===== config.mk =====
export PLATFORM = sky130hd
export DESIGN_NAME = issue_sched
export DESIGN_NICKNAME = d
export VERILOG_FILES = /design/src/rtl/issue_sched_pkg.sv /design/src/rtl/issue_sched_slot.sv /design/src/rtl/issue_sched_alloc.sv /design/src/rtl/issue_sched_pick.sv /design/src/rtl/issue_sched.sv
export SDC_FILE = /design/constraint.sdc
export NUM_CORES = 1
export LEC_CHECK = 0
export BUFFER_PORTS_ARGS = -buffer_cell sky130_fd_sc_hd__buf_2
export CORE_UTILIZATION = 35
export CTS_CLUSTER_DIAMETER = 80
export DETAILED_ROUTE_END_ITERATION = 6
export GPL_TIMING_DRIVEN = 0
export SETUP_SLACK_MARGIN = 0.3
export SYNTH_ARGS = -nofsm -noshare
export SYNTH_HDL_FRONTEND = slang
export SYNTH_SLANG_ARGS = --single-unit

===== constraint.sdc =====
create_clock -name clk -period 16.2 [get_ports clk]
set_clock_uncertainty 0.1 [all_clocks]
set_input_delay 0 -clock clk [delete_from_list [all_inputs] [get_ports clk]]
set_output_delay 0 -clock clk [all_outputs]
set_load 0.01 [all_outputs]

===== src/rtl/issue_sched_pkg.sv =====
package issue_sched_pkg;

    typedef enum logic [1:0] {
        SLOT_FREE  = 2'd0,
        SLOT_WAIT  = 2'd1,
        SLOT_READY = 2'd2,
        SLOT_EXEC  = 2'd3
    } slot_st_t;

endpackage


===== src/rtl/issue_sched_slot.sv =====
module issue_sched_slot
    import issue_sched_pkg::*;
#(
    parameter int SEQ_W = 6
) (
    input  logic             clk,
    input  logic             rst_n,
    input  logic             alloc_i,
    input  logic             alloc_rdy_i,
    input  logic [SEQ_W-1:0] alloc_seq_i,
    input  logic             wake_i,
    input  logic             grant_i,
    input  logic             wb_valid_i,
    input  logic [SEQ_W-1:0] wb_seq_i,
    output slot_st_t         state_o,
    output logic [SEQ_W-1:0] seq_o,
    output logic             is_ready_o,
    output logic             is_free_o
);

    slot_st_t         state_q, state_d;
    logic [SEQ_W-1:0] seq_q, seq_d;
    logic             wb_hit;

    assign wb_hit = wb_valid_i && (wb_seq_i == seq_q);

    // next-state logic
    always_comb begin
        state_d = state_q;
        seq_d   = seq_q;
        unique case (state_q)
            SLOT_FREE: begin
                if (alloc_i) begin
                    state_d = alloc_rdy_i ? SLOT_READY : SLOT_WAIT;
                    seq_d   = alloc_seq_i;
                end
            end
            SLOT_WAIT: begin
                if (wake_i) state_d = SLOT_READY;
            end
            SLOT_READY: begin
                if (grant_i) state_d = SLOT_EXEC;
            end
            SLOT_EXEC: begin
                if (wb_hit) state_d = SLOT_FREE;
            end
            default: state_d = SLOT_FREE;
        endcase
    end

    // state register
    always_ff @(posedge clk) begin
        if (!rst_n) begin
            state_q <= SLOT_FREE;
            seq_q   <= '0;
        end else begin
            state_q <= state_d;
            seq_q   <= seq_d;
        end
    end

    // outputs
    always_comb begin
        state_o    = state_q;
        seq_o      = seq_q;
        is_ready_o = (state_q == SLOT_READY);
        is_free_o  = (state_q == SLOT_FREE);
    end

    AST_ALLOC_FROM_FREE: assert property (@(posedge clk) disable iff (!rst_n)
        alloc_i |-> state_q == SLOT_FREE);
    AST_WAKE_PROMOTE: assert property (@(posedge clk) disable iff (!rst_n)
        (state_q == SLOT_WAIT && wake_i) |=> state_q == SLOT_READY);
    AST_GRANT_ONLY_READY: assert property (@(posedge clk) disable iff (!rst_n)
        grant_i |-> state_q == SLOT_READY);
    AST_GRANT_EXECUTES: assert property (@(posedge clk) disable iff (!rst_n)
        grant_i |=> state_q == SLOT_EXEC);
    AST_RETIRE_FREES: assert property (@(posedge clk) disable iff (!rst_n)
        (state_q == SLOT_EXEC && wb_valid_i && wb_seq_i == seq_q) |=> state_q == SLOT_FREE);

endmodule


===== src/rtl/issue_sched_alloc.sv =====
module issue_sched_alloc #(
    parameter int NUM_SLOTS = 8
) (
    input  logic [NUM_SLOTS-1:0] free_vec_i,
    output logic [NUM_SLOTS-1:0] first_free_o,
    output logic                 full_o
);

    always_comb begin
        logic found;
        found        = 1'b0;
        first_free_o = '0;
        for (int i = 0; i < NUM_SLOTS; i++) begin
            if (free_vec_i[i] && !found) begin
                first_free_o[i] = 1'b1;
                found           = 1'b1;
            end
        end
        full_o = !found;
    end

endmodule


===== src/rtl/issue_sched_pick.sv =====
module issue_sched_pick #(
    parameter int NUM_SLOTS = 8,
    parameter int SEQ_W     = 6
) (
    input  logic [NUM_SLOTS-1:0]            ready_vec_i,
    input  logic [NUM_SLOTS-1:0][SEQ_W-1:0] seq_vec_i,
    input  logic [SEQ_W-1:0]                oldest_i,
    output logic [NUM_SLOTS-1:0]            pick_o,
    output logic [SEQ_W-1:0]                pick_seq_o,
    output logic                            any_o
);

    logic [NUM_SLOTS-1:0][SEQ_W-1:0] age;

    // wrap-aware distance from the oldest pointer
    for (genvar g = 0; g < NUM_SLOTS; g++) begin : g_age
        assign age[g] = seq_vec_i[g] - oldest_i;
    end

    always_comb begin
        logic [SEQ_W-1:0] best_age;
        int               best;
        best       = -1;
        best_age   = '1;
        pick_o     = '0;
        pick_seq_o = '0;
        for (int i = 0; i < NUM_SLOTS; i++) begin
            if (ready_vec_i[i] && (best < 0 || age[i] < best_age)) begin
                best     = i;
                best_age = age[i];
            end
        end
        any_o = (best >= 0);
        for (int i = 0; i < NUM_SLOTS; i++) begin
            if (i == best) begin
                pick_o[i]  = 1'b1;
                pick_seq_o = seq_vec_i[i];
            end
        end
    end

endmodule


===== src/rtl/issue_sched.sv =====
module issue_sched
    import issue_sched_pkg::*;
#(
    parameter int NUM_SLOTS = 8,
    parameter int SEQ_W     = 6
) (
    input  logic                   clk,
    input  logic                   rst_n,
    input  logic                   disp_valid,
    input  logic [SEQ_W-1:0]       disp_seq,
    input  logic                   disp_opnd_rdy,
    output logic                   disp_ready,
    output logic                   disp_drop,
    input  logic [NUM_SLOTS-1:0]   wake_vec,
    input  logic [SEQ_W-1:0]       oldest_seq,
    input  logic                   res_avail,
    output logic                   issue_valid,
    output logic [SEQ_W-1:0]       issue_seq,
    input  logic                   wb_valid,
    input  logic [SEQ_W-1:0]       wb_seq,
    output logic [2*NUM_SLOTS-1:0] slot_state,
    output logic                   full
);

    localparam int ST_W = 2;

    logic [NUM_SLOTS-1:0]            free_vec, ready_vec, first_free, alloc_vec;
    logic [NUM_SLOTS-1:0]            pick_vec, grant_vec;
    logic [NUM_SLOTS-1:0][SEQ_W-1:0] seq_vec;
    logic [SEQ_W-1:0]                pick_seq;
    logic                            any_ready, full_w;
    slot_st_t                        st_vec [NUM_SLOTS];

    issue_sched_alloc #(.NUM_SLOTS(NUM_SLOTS)) u_alloc (
        .free_vec_i   (free_vec),
        .first_free_o (first_free),
        .full_o       (full_w)
    );

    issue_sched_pick #(.NUM_SLOTS(NUM_SLOTS), .SEQ_W(SEQ_W)) u_pick (
        .ready_vec_i (ready_vec),
        .seq_vec_i   (seq_vec),
        .oldest_i    (oldest_seq),
        .pick_o      (pick_vec),
        .pick_seq_o  (pick_seq),
        .any_o       (any_ready)
    );

    assign alloc_vec = (disp_valid && !full_w) ? first_free : '0;
    assign grant_vec = res_avail ? pick_vec : '0;

    for (genvar g = 0; g < NUM_SLOTS; g++) begin : g_slot
        issue_sched_slot #(.SEQ_W(SEQ_W)) u_slot (
            .clk         (clk),
            .rst_n       (rst_n),
            .alloc_i     (alloc_vec[g]),
            .alloc_rdy_i (disp_opnd_rdy),
            .alloc_seq_i (disp_seq),
            .wake_i      (wake_vec[g]),
            .grant_i     (grant_vec[g]),
            .wb_valid_i  (wb_valid),
            .wb_seq_i    (wb_seq),
            .state_o     (st_vec[g]),
            .seq_o       (seq_vec[g]),
            .is_ready_o  (ready_vec[g]),
            .is_free_o   (free_vec[g])
        );
        assign slot_state[g*ST_W +: ST_W] = st_vec[g];
    end

    always_comb begin
        full        = full_w;
        disp_ready  = !full_w;
        disp_drop   = disp_valid && full_w;
        issue_valid = res_avail && any_ready;
        issue_seq   = pick_seq;
    end

    AST_ONE_ISSUE: assert property (@(posedge clk) disable iff (!rst_n)
        $onehot0(grant_vec));
    AST_NO_ISSUE_IDLE: assert property (@(posedge clk) disable iff (!rst_n)
        !res_avail |-> !issue_valid);
    AST_FULL_NO_ALLOC: assert property (@(posedge clk) disable iff (!rst_n)
        (&(~free_vec)) |-> alloc_vec == '0);

endmodule


==> key figures <==
Worst setup path
  – Crit-path max FO: 10
  – Setup crit start kind: register
  – Max incr delay on CP: 0.55 ns
  – CP Data Required Time: 16.10 ns
  – Top cell by count, worst path: a21o_1
  – Worst setup EP type: output port
  – WS Path Type: register to output port
  – R2r setup slk: 1.10 ns
  – Critical path's slowest cell: or4_4
  – WP data arrival: 15.12 ns

Pwr
  – Switching power total: 795 µW
  – Lkg Pwr: 4.40 nW
  – Clock share of power: 0.123
  – Power Dens Cells: 176 nW/µm²
  – Max IR drop VDD: 0.0000829 V
  – Sw Ratio: 0.488
  – Comb power frac: 0.746
  – P_int: 834 µW
  – Reg power frac: 0.131
  – Total power: 1.63 mW

Timing
  – Worst slew margin: 0.149
  – Final WS setup: 0.983 ns
  – Final-report setup violation count: 0
  – RSZ-0062 raised after global routing: false
  – Max Slew Vio Count: 0
  – Minimum clock period after layout: 15.22 ns
  – Hold Slack: 0.0324 ns
  – Fin. Hold Viols: 0
  – Least-Margin Pin Slew: 1.27 ns
  – Period Utilization, post-route: 0.939
  – Max Clk Rate: 65.7 MHz

Global routing
  – Overflow left after global routing: 0
  – Vias in the first global route: 6770
  – GRT Overall Usage: 0.220
  – Global-route wire length before repair: 37500 µm
  – Pin count of the biggest net entering global routing: 16
  – Initial antenna violation count: 0

Min path
  – Hold WC Path Type: input port to register

Synthesis
  – Top_reg_cell synth: dfxtp_1
  – Largest family of logic cells by synthesized area: compound AO/OA/AOI/OAI gates
  – Compound-cell area share of the yosys netlist: 0.229
  – #FFs+latches synth: 64
  – Yosys Warn Count: 0
  – Post-synthesis sequential area ratio: 0.169
  – Async S/R FF share, synth: 0
  – Synth Area in XOR/XNOR: 0.0980
  – Post-Synth Simple-Gate Area: 0.157
  – Post-Syn Instances: 942
  – Number of synthesized flops with an enable pin: 0
  – Syn_area_per_cell: 8.05 µm²
  – Synth cell types: 73
  – Adder-cell share of the synthesized area: 0.197
  – Syn_nets: 1088
  – Mux contribution to synthesized area: 0.0869
  – Cell Area, Synth: 7590 µm²

Die
  – DIE AREA: 22300 µm²
  – Chip width: 149 µm
  – # IOs: 58
  – Site Rows: 53
  – Die H: 149 µm
  – Total core area: 21200 µm²
  – Initial core utilization: 0.359

Detailed routing
  – DR WL/cell: 18.6 µm
  – DRT antenna net count: 0
  – Vias: 7309
  – DR pass1 iterations: 5
  – DR vias/cell: 5.54
  – DR iter-0 viols: 566
  – Residual DRC count: 0
  – Routed WL: 24600 µm

Clocking
  – CTS Buf Count: 9
  – CTS Sinks: 64
  – Htree depth: 3
  – Root Buffer: clkbuf_16
  – TritonCTS clock tree: yes
  – Clock-pin slew on the worst setup and hold paths: 0.06 ns
  – Clock Latency Late Sink: 0.34 ns
  – CTS max path bufs: 2

Final layout
  – Diode count: 0
  – Layout cells sized above 1: 0.194
  – Final nets: 1186
  – P&R area growth vs syn: 22.1%
  – Post-route cell area: 9270 µm²
  – Post-Layout Cell Count: 1320

Place
  – Placer Congestion: 0.912
  – Dpl ws: -1.74 ns
  – Post-DP Area: 8140 µm²
  – Buffers on Ports: 42
  – Cells after DPL: 1259
  – Detailed Place HPWL: 18900 µm

Flow run
  – Max_cap viols: 0

Status
  – Status: completed
worst max-delay path, delay by kind of cell (launching register included):
kind | cells | cell delay [ns]
compound gates | 34 | 5.80
xor+xnor | 1 | 0.17
fa+ha+maj | 10 | 2.88
buf+inv | 13 | 1.85
flops | 1 | 0.35
mux | 3 | 0.75
simple gates | 18 | 2.94
power by group through the flow:
stage                     sequential (mW)  clock, mW  combinational (mW)
after floorplan                     0.212          0               0.705
after CTS                           0.213      0.202                1.04
after global routing                0.217      0.210                1.33
after detailed placement            0.216          0               0.943
after global placement              0.215          0               0.932
final                               0.214      0.200                1.22
routing by layer:
metal,vias up,wire [µm],share of wire,GRT usage
li1,3559,-,-,-
met1,3433,11300,0.46,0.298
met2,269,11200,0.46,0.360
met3,48,1330,0.054,0.0217
met4,0,753,0.031,0.0837
met5,-,0,0,0
path summary, 6_finish.rpt:
path,start,endpoint,depth (start not counted)
worst min register to register,g_slot[0].u_slot.seq_o[0],g_slot[0].u_slot.seq_o[0],2
worst max register to register,g_slot[1].u_slot.seq_o[0],g_slot[7].u_slot.state_o[1],77
worst min-delay path,disp_seq[0],g_slot[0].u_slot.seq_o[0],3
worst max-delay path,g_slot[1].u_slot.seq_o[0],issue_seq[0],79
synthesized netlist by cell type (all sizes together) (4+ instances only):
cell type / n / area [µm²]
a211oi: 15 / 118
a21boi: 7 / 52.6
a21o: 37 / 278
a21oi: 64 / 328
a22oi: 6 / 45.0
a2bb2oi: 6 / 52.6
a311oi: 8 / 70.1
a31oi: 5 / 37.5
and2: 9 / 56.3
and3: 6 / 37.5
and4: 4 / 35.0
buf: 11 / 58.8
clkbuf: 31 / 116
dfxtp: 64 / 1280
fa: 8 / 160
ha: 106 / 1330
inv: 79 / 297
mux2: 7 / 78.8
mux2i: 58 / 581
nand2: 61 / 229
nand2b: 5 / 31.3
nand3: 26 / 130
nand4: 16 / 100
nor2: 75 / 282
nor2b: 13 / 81.3
nor3: 11 / 55.1
o211ai: 7 / 62.6
o21a: 11 / 82.6
o21ai: 36 / 188
o41ai: 8 / 96.4
or2: 4 / 25.0
or3: 9 / 56.3
or4: 4 / 33.8
xnor2: 46 / 403
xor2: 38 / 340
per-stage QoR:
stage	setup TNS, ns	util
floorplan	0	-
global placement	-26.86	0.385
detailed placement	-30.30	0.385
CTS	0	0.414
global route	0	0.438
finish	0	0.438
layout make-up:
type | instances | area, µm²
well taps | 275 | 344
multi-input cells | 756 | 6250
clock inverters | 6 | 68.8
clock buffers | 10 | 239
inverters | 80 | 300
repair buffers | 87 | 552
fillers | 2100 | 11900
plain buffers | 42 | 226
flip-flops and latches | 64 | 1290
placed cells by master, fill, tap and decap left out, drive strengths merged, types with 26 or more instances in the layout:
| cell type | instances |
|---|---|
| mux2i | 58 |
| xnor2 | 46 |
| clkbuf | 39 |
| nor2 | 75 |
| ha | 106 |
| xor2 | 38 |
| o21ai | 36 |
| dfxtp | 64 |
| inv | 79 |
| nand2 | 61 |
| a21oi | 64 |
| nand3 | 26 |
| a21o | 37 |
| buf | 99 |
registers in the layout (all words and copies together), names as in the netlist:
register,flops
g_slot.u_slot.state_o,16
g_slot.u_slot.seq_o,48
repair_timing:
action | CTS | global route
gates cloned | 0 | 1
setup buffers | 17 | 26
endpoints found under the hold margin | 4 | 0
resized for setup | 43 | 65
setup endpoints to repair | 22 | 22
hold buffers | 1 | 0
pin swaps | 8 | 31
kinds of logic (layout without fill, tap and decap cells):
kind of cell | after synthesis | in the layout
DFF | 64 | 64
AOI/OAI and AO/OA | 244 | 244
adders and majority gates | 115 | 115
xor gates and xnor gates | 84 | 84
muxes | 65 | 65
buffers and inverters | 122 | 225
and+or+nand+nor | 248 | 248
(Power assumes the default switching activity.)
